File: src/rtl/cbx_pkg.sv
package cbx_pkg;
  // {hi,lo} comparator reading
  typedef enum logic [1:0] {
    TC_LOW  = 2'b00,
    TC_MID  = 2'b01,
    TC_BAD  = 2'b10,
    TC_HIGH = 2'b11
  } therm_code_e;
endpackage

File: src/rtl/cbx_warmup.sv
module cbx_warmup #(
  parameter int unsigned WARM_WORDS = 16
) (
  input  logic clk_i,
  input  logic rst_ni,
  output logic done_o
);
  localparam int unsigned CW = $clog2(WARM_WORDS + 2);
  localparam logic [CW-1:0] LIMIT = CW'(WARM_WORDS);

  logic [CW-1:0] cnt_q;

  always_ff @(posedge clk_i or negedge rst_ni) begin
    if (!rst_ni)              cnt_q <= '0;
    else if (cnt_q != LIMIT)  cnt_q <= cnt_q + 1'b1;
  end

  assign done_o = (cnt_q == LIMIT);

  AST_WARM_MONOTONIC: assert property (@(posedge clk_i) disable iff (!rst_ni)
    done_o |=> done_o);
endmodule

File: src/rtl/cbx_lane.sv
module cbx_lane
  import cbx_pkg::*;
#(
  parameter int unsigned GROUP = 4
) (
  input  logic clk_i,
  input  logic rst_ni,
  input  logic lo_i,
  input  logic hi_i,
  input  logic take_i,
  input  logic par_en_i,
  output logic raw_o,
  output logic par_o,
  output logic emit_o,
  output logic bad_o
);
  localparam int unsigned CNT_W = (GROUP > 1) ? $clog2(GROUP) : 1;
  localparam logic [CNT_W-1:0] LAST = CNT_W'(GROUP - 1);

  logic [CNT_W-1:0] cnt_q;
  logic             acc_q;

  assign raw_o  = hi_i ^ lo_i;
  assign bad_o  = (therm_code_e'({hi_i, lo_i}) == TC_BAD);
  assign emit_o = take_i && par_en_i && (cnt_q == LAST);
  assign par_o  = acc_q ^ raw_o;

  always_ff @(posedge clk_i or negedge rst_ni) begin
    if (!rst_ni) begin
      cnt_q <= '0;
      acc_q <= 1'b0;
    end else if (take_i) begin
      if (!par_en_i || emit_o) begin
        cnt_q <= '0;
        acc_q <= 1'b0;
      end else begin
        cnt_q <= cnt_q + 1'b1;
        acc_q <= par_o;
      end
    end
  end

  AST_RAW_MODE_EMPTY: assert property (@(posedge clk_i) disable iff (!rst_ni)
    (take_i && !par_en_i) |=> !emit_o);
endmodule

File: src/rtl/chaos_bit_extractor.sv
module chaos_bit_extractor #(
  parameter int unsigned LANES      = 8,
  parameter int unsigned WARM_WORDS = 16,
  parameter int unsigned GROUP      = 4
) (
  input  logic             clk_i,
  input  logic             rst_ni,
  input  logic [LANES-1:0] cmp_lo_i,
  input  logic [LANES-1:0] cmp_hi_i,
  input  logic             par_en_i,
  output logic             valid_o,
  output logic [LANES-1:0] data_o,
  output logic             illegal_o
);
  logic             take;
  logic [LANES-1:0] raw_bits, par_bits, emit, bad;

  cbx_warmup #(.WARM_WORDS(WARM_WORDS)) u_warmup (
    .clk_i  (clk_i),
    .rst_ni (rst_ni),
    .done_o (take)
  );

  for (genvar k = 0; k < LANES; k++) begin : g_lane
    cbx_lane #(.GROUP(GROUP)) u_lane (
      .clk_i    (clk_i),
      .rst_ni   (rst_ni),
      .lo_i     (cmp_lo_i[k]),
      .hi_i     (cmp_hi_i[k]),
      .take_i   (take),
      .par_en_i (par_en_i),
      .raw_o    (raw_bits[k]),
      .par_o    (par_bits[k]),
      .emit_o   (emit[k]),
      .bad_o    (bad[k])
    );
  end

  logic fire;
  assign fire = take && (par_en_i ? emit[0] : 1'b1);

  always_ff @(posedge clk_i or negedge rst_ni) begin
    if (!rst_ni) begin
      valid_o   <= 1'b0;
      data_o    <= '0;
      illegal_o <= 1'b0;
    end else begin
      valid_o   <= fire;
      if (fire) data_o <= par_en_i ? par_bits : raw_bits;
      illegal_o <= illegal_o | (|bad);
    end
  end

  AST_WARM_SILENT: assert property (@(posedge clk_i) disable iff (!rst_ni)
    !take |=> !valid_o);
  AST_LANES_LOCKSTEP: assert property (@(posedge clk_i) disable iff (!rst_ni)
    (|emit) |-> (&emit));
  AST_DATA_HOLD: assert property (@(posedge clk_i) disable iff (!rst_ni)
    !valid_o |-> $stable(data_o));
  AST_FLAG_STICKY: assert property (@(posedge clk_i) disable iff (!rst_ni)
    illegal_o |=> illegal_o);
  AST_FLAG_SET: assert property (@(posedge clk_i) disable iff (!rst_ni)
    (|(cmp_hi_i & ~cmp_lo_i)) |=> illegal_o);
endmodule

File: config.mk
export PLATFORM = sky130hd
export DESIGN_NAME = chaos_bit_extractor
export DESIGN_NICKNAME = d
export VERILOG_FILES = /design/src/rtl/cbx_pkg.sv /design/src/rtl/cbx_warmup.sv /design/src/rtl/cbx_lane.sv /design/src/rtl/chaos_bit_extractor.sv
export SDC_FILE = /design/constraint.sdc
export NUM_CORES = 1
export LEC_CHECK = 0
export BUFFER_PORTS_ARGS = -buffer_cell sky130_fd_sc_hd__buf_4
export CORE_ASPECT_RATIO = 0.5
export CORE_MARGIN = 1.5
export CORE_UTILIZATION = 29
export CTS_CLUSTER_SIZE = 25
export DETAILED_ROUTE_END_ITERATION = 12
export HOLD_SLACK_MARGIN = 0.05
export PLACE_DENSITY_LB_ADDON = 0.12
export SLEW_MARGIN = 10
export SYNTH_ARGS = -nofsm -noshare
export SYNTH_HDL_FRONTEND = slang
export SYNTH_HIERARCHICAL = 1
export SYNTH_SLANG_ARGS = --single-unit
File: constraint.sdc
create_clock -name clk_i -period 2.8 [get_ports clk_i]
set_input_delay 0.28 -clock clk_i [delete_from_list [all_inputs] [get_ports clk_i]]
set_output_delay 0.28 -clock clk_i [all_outputs]
set_load 0.02 [all_outputs]
==> results of run 1 <==
[worst register-to-register path: stages, from the launching register on]
cell      delay [ps]
dfrtp_1          410
inv_1             60
ha_1             200
and4bb_4         230
and3_1           200
o21ai_4          300
mux2_2           380
[metrics by stage]
stage	utilization, %	hold WS, ps	area (um^2)
6_report	36.95	334.2	2766
5_1_grt	36.95	374.5	2766
4_1_cts	36.95	335.6	2766
3_5_place_dp	35.09	297.6	2628
3_3_place_gp	35.09	293.9	2628
2_1_floorplan	-	-15.59	2286
[layer usage]
| metal | routed length (um) | share of wire (%) | vias up | track usage (%) |
|---|---|---|---|---|
| li1 | - | - | 777 | - |
| met1 | 2299 | 51 | 772 | 15.25 |
| met5 | 0 | 0 | - | 0 |
| met4 | 50 | 1.1 | 0 | 3.371 |
| met3 | 97 | 2.1 | 4 | 2.670 |
| met2 | 2075 | 46 | 12 | 20.36 |
[power by group]
group	internal, mW	total, mW	switching (mW)
sequential	0.639	0.698	0.0591
clock	0.321	0.533	0.212
combinational	0.189	0.354	0.165
total	1.15	1.59	0.437
[registers in the layout, summed over array words and instances, names as in the netlist]
name,flops
illegal_o,1
valid_o,1
g_lane.u_lane/cnt_q,16
u_warmup/cnt_q,5
g_lane.u_lane/acc_q,8
data_o,8
[path summary, 6_finish.rpt]
kind | depth (start not counted) | slack [ps] | end | from
setup / recovery | 6 | 920 | data_o[5] | u_warmup/cnt_q[0]
setup reg to reg | 6 | 920 | data_o[5] | u_warmup/cnt_q[0]
hold / removal | 4 | 330 | illegal_o | cmp_hi_i[6]
hold reg to reg | 2 | 470 | illegal_o | illegal_o
min in group asynchronous | 2 | 520 | g_lane[6].u_lane/cnt_q[0] | rst_ni
max in group asynchronous | 2 | 1910 | g_lane[7].u_lane/acc_q | rst_ni
[timing repair]
action	in CTS	in global routing
endpoints found under the hold margin	39	0
buffers inserted	0	0
hold buffers	1	0
[final cells by class]
| cell class | instances | area share [%] |
|---|---|---|
| multi-input cells | 123 | 42.06 |
| clock buffers | 6 | 4.659 |
| well taps | 108 | 4.885 |
| flip-flops and latches | 39 | 35.28 |
| repair buffers | 30 | 8.232 |
| inverters | 36 | 4.885 |
==> impl_metrics.py, run 1 <==
metrics = {
    "grt": {
        "grt_pass1_wl_um": 7817,
        "overflow": 0,
        "antenna_found_initial": 0,
        "grt_max_degree": 49,
        "grt_pass1_vias": 1614,
        "grt_use_total_pct": 11.89,
    },
    "die": {
        "die_width_um": 128.6,
        "initial_core_util_pct": 30.53,
        "dieArea_um2": 8457,
        "pin_count": 29,
        "fp.dieH_um": 65.78,
        "design.core.area_um2": 7487,
        "rows": 22,
    },
    "power_and_ir_drop": {
        "cellLeakagePower_nw": 1.265,
        "power.density_nw_per_um2": 573.0,
        "power_mw": 1.585,
        "ir_drop_v": 0.0002690,
    },
    "yosys": {
        "avgSynthCellArea_um2": 11.49,
        "synthCells": 199,
        "netlist_area_um2": 2286,
        "synth_nets": 236,
        "synth-warning-count": 6,
    },
    "critical_path": {
        "start_kind": "register",
        "critPathSlowestCell": "dfrtp_1",
        "cp_max_fo": 9,
        "cp.arrival_ps": 2040,
        "crit_buf_inv": 1,
        "crit_chain": "inv_1 > ha_1 > and4bb_4 > and3_1 > o21ai_4 > mux2_2",
        "crit_path_max_incr_delay_ps": 410,
        "path_delay_family": "simple AND/OR/NAND/NOR gates",
        "cp.required_ps": 2960,
        "cp-end-kind": "register",
        "critical_path_class": "reg -> reg",
    },
    "final_layout": {
        "final_nets": 272,
        "num-fill-cells": 754,
        "layout-drive-gt1-share_pct": 26.92,
        "layout_common_cells": "dfrtp_1, inv_1, buf_4",
        "regArea_um2": 975.9,
        "layout_commonest_cell": "dfrtp_1",
        "multi_input_area_um2": 1164,
        "fin_cells": 342,
        "antenna_cells": 0,
        "syn2layout_area_growth_pct": 21.02,
    },
    "job": {
        "cap_viol_max_count": 0,
    },
    "clocking": {
        "path_clk_slew_ps": 60,
        "clockRootBuffer": "clkbuf_16",
        "htree_levels": 2,
        "clock-sinks": 39,
        "cts_tree": "done",
        "cts_resized": 0,
        "cts_buffers": 5,
        "worst_skew_pair.late_latency_ps": 280,
        "clockBufferDepth": 2,
    },
    "sta": {
        "finalSetupViolations": 0,
        "worstMarginPinSlew_ps": 533.6,
        "timing.final.ws_setup_ps": 916.4,
        "fin_crit_sh_pct": 67.27,
        "rsz0062_at_grt": "no",
        "max_slew_margin_pct": 64.42,
        "slew_viol_final": 0,
        "skew_ps": 3.787,
        "finalCriticalPeriod_ps": 1884,
        "clock.fmax_mhz": 530.9,
        "fin_setup_tns_ps": 0,
        "hold_viol": 0,
    },
    "detailed_routing": {
        "dr.pass1.iters": 4,
        "post_drt_wl_per_cell_um": 13.22,
        "ant_nets": 0,
        "routed_via_density": 4.576,
        "finalWirelength_um": 4522,
        "num_vias": 1565,
        "drc": 0,
        "drt_iter0_drc": 76,
    },
    "worst_hold_path": {
        "hp-class": "in -> reg",
    },
    "placement": {
        "port_buffers": 28,
        "pre_cts_ws_ps": 910.6,
        "dp_hpwl_um": 3078,
        "gp_congestion": 0.6496,
        "place_inst": 335,
    },
    "status": {
        "status": "finished clean",
    },
}
No activity file was read; power rests on OpenSTA's default activity.
==> inputs of run 2 (changes only) <==
==> constraint.sdc (replaced) <==
create_clock -name clk_i -period 1.55 [get_ports clk_i]
set_input_delay 0.155 -clock clk_i [delete_from_list [all_inputs] [get_ports clk_i]]
set_output_delay 0.155 -clock clk_i [all_outputs]
set_load 0.02 [all_outputs]
==> run 2 against run 1 <==
- the run now ends with setup timing left
- count of clock-buffer cells in the layout did not move
- largest power group unchanged
- largest cell class unchanged
- hold slack got worse by 110 ps
- cell area rose by 7.2%
- register-to-register slack got worse by 1000 ps
- via count rose by 3.2%
- highest routed layer unchanged
- sequential share of layout area fell by 2.4 points
==> impl_metrics.py, run 2 (synthesis results as in run 1) <==
metrics = {
    "clocking": {
        "clock-sinks": 39,
        "worst_skew_pair.late_latency_ps": 280,
        "path_clk_slew_ps": 60,
        "clockBufferDepth": 2,
        "cts_buffers": 5,
        "htree_levels": 2,
        "cts_tree": "done",
        "clockRootBuffer": "clkbuf_16",
    },
    "power_and_ir_drop": {
        "cellLeakagePower_nw": 1.396,
        "power.density_nw_per_um2": 1001,
        "p_int_mw": 2.170,
        "switchingPower_uw": 798.5,
        "pwr-share-seq_pct": 42.3,
        "ir_drop_v": 0.0004764,
        "power_frac_clock_pct": 34.2,
        "pwr-share-comb_pct": 23.6,
        "switching_share_pct": 26.90,
    },
    "critical_path": {
        "cp_max_fo": 5,
        "cp.required_ps": 1710,
        "crit_buf_inv": 2,
        "cp.arrival_ps": 1820,
        "critPathSlowestCell": "dfrtp_1",
        "critical_path_class": "reg -> reg",
        "cp-end-kind": "register",
        "reg2reg_slack_ps": -110,
        "path_delay_family": "simple AND/OR/NAND/NOR gates",
        "rr_endpoint": "data_o[0]",
        "start_kind": "register",
        "crit_path_max_incr_delay_ps": 380,
        "crit_cells": 7,
        "reg2reg_depth": 7,
        "crit_chain": "inv_1 > ha_2 > and4bb_4 > and3_4 > o21ai_4 > buf_6 > mux2_4",
        "r2r_start": "u_warmup/cnt_q[1]",
    },
    "final_layout": {
        "reg_top3": "g_lane.u_lane/cnt_q (16), data_o (8), g_lane.u_lane/acc_q (8)",
        "syn2layout_area_growth_pct": 29.78,
        "fin_cells": 358,
        "final_nets": 287,
        "antenna_cells": 0,
        "fin_util_pct": 39.62,
        "layout-drive-gt1-share_pct": 32.80,
        "layout_common_cells": "dfrtp_1, buf_4, inv_1",
        "largest_reg_flops": 16,
        "regMostFlops": "g_lane.u_lane/cnt_q",
    },
    "sta": {
        "timing.final.ws_setup_ps": -108.3,
        "skew_ps": 4.673,
        "slew_viol_final": 0,
        "holdWs_ps": 225.1,
        "finalSetupViolations": 8,
        "fin_crit_sh_pct": 107.0,
        "max_slew_margin_pct": 64.80,
        "rsz0062_at_grt": "yes",
        "clock.fmax_mhz": 603.0,
        "worstMarginPinSlew_ps": 527.9,
        "hold_viol": 0,
        "finalCriticalPeriod_ps": 1658,
    },
    "detailed_routing": {
        "ant_nets": 0,
        "post_drt_wl_per_cell_um": 12.66,
        "drt_iter0_drc": 78,
        "finalWirelength_um": 4533,
        "num_vias": 1615,
        "routed_via_density": 4.511,
        "dr.pass1.iters": 4,
        "drc": 0,
    },
    "placement": {
        "gp_congestion": 0.6979,
        "dp_hpwl_um": 3229,
        "port_buffers": 28,
        "place_inst": 349,
    },
    "die": {
        "die_width_um": 128.6,
        "dieArea_um2": 8457,
        "rows": 22,
        "design.core.area_um2": 7487,
        "fp.dieH_um": 65.78,
        "initial_core_util_pct": 30.53,
        "pin_count": 29,
    },
    "worst_hold_path": {
        "min_from": "cmp_hi_i[6]",
        "hp-class": "in -> reg",
        "min_path_cells": 4,
        "min_to": "illegal_o",
    },
    "grt": {
        "grt_pass1_vias": 1708,
        "grt_max_degree": 40,
        "antenna_found_initial": 0,
        "overflow": 0,
        "grt_use_total_pct": 12.31,
        "grt_pass1_wl_um": 7976,
    },
    "status": {
        "status": "finished with violations",
        "violations": "setup timing",
    },
    "job": {
        "cap_viol_max_count": 0,
    },
}
[run 2: cell types whose count changed in the layout (fill, tap and decap cells not counted), sizes merged]
cell    change
clkinv      +1
buf        +15
[run 2: worst max path at each step]
stage / start / end / slack (ps)
2_1_floorplan: u_warmup/cnt_q[0] / data_o[0] / -360
3_3_place_gp: u_warmup/cnt_q[0] / data_o[6] / -110
3_5_place_dp: u_warmup/cnt_q[0] / data_o[6] / -130
4_1_cts: u_warmup/cnt_q[0] / data_o[5] / -130
5_1_grt: u_warmup/cnt_q[1] / data_o[5] / -160
6_report: u_warmup/cnt_q[1] / data_o[0] / -110
[run 2: power by group through the flow]
stage	sequential, mW	clock (mW)	combinational, mW
global placement	1.27	0	0.646
CTS	1.26	1.06	0.715
detailed placement	1.27	0	0.669
floorplan	1.32	0	0.357
global route	1.28	1.11	0.778
finish	1.25	1.01	0.700
[run 2: per-stage QoR]
step                power [mW]  area (um^2)  setup slack, ps  TNS, ps
floorplan                1.677         2291           -362.4    -3022
global placement         1.913         2738           -112.4    -1170
detailed placement       1.940         2738           -134.2    -1759
CTS                      3.025         2948           -125.3   -939.9
global route             3.159         2967           -156.3    -1492
finish                   2.968         2967           -108.3   -800.6
[run 2: per-layer routing]
metal | track usage, % | wire, um
met1 | 14.86 | 2216
met2 | 21.30 | 2133
met3 | 3.479 | 125
met4 | 4.354 | 58
met5 | 0 | 0
[run 2: what timing repair did]
action	4_1_cts	5_1_grt
setup buffers	0	1
pin swaps	2	2
endpoints found under the hold margin	39	0
gates resized for setup	15	3
cloned	0	0
setup endpoints to repair	20	22
hold buffers	1	0
[run 2: area by class of cell]
class                           instances  area [um^2]
Clock buffer                            6        138.9
Clock inverter                          1        5.005
Fill cell                             752         4521
Inverter                               36        135.1
Multi-Input combinational cell        123         1201
Sequential cell                        39        975.9
Tap cell                              108        135.1
Timing Repair Buffer                   45        375.4
[run 2: worst reg2reg max path: stages, from the launching register on]
cell      delay [ps]
dfrtp_1          380
inv_1             60
ha_2             170
and4bb_4         250
and3_4           200
o21ai_4           60
buf_6            140
mux2_4           290
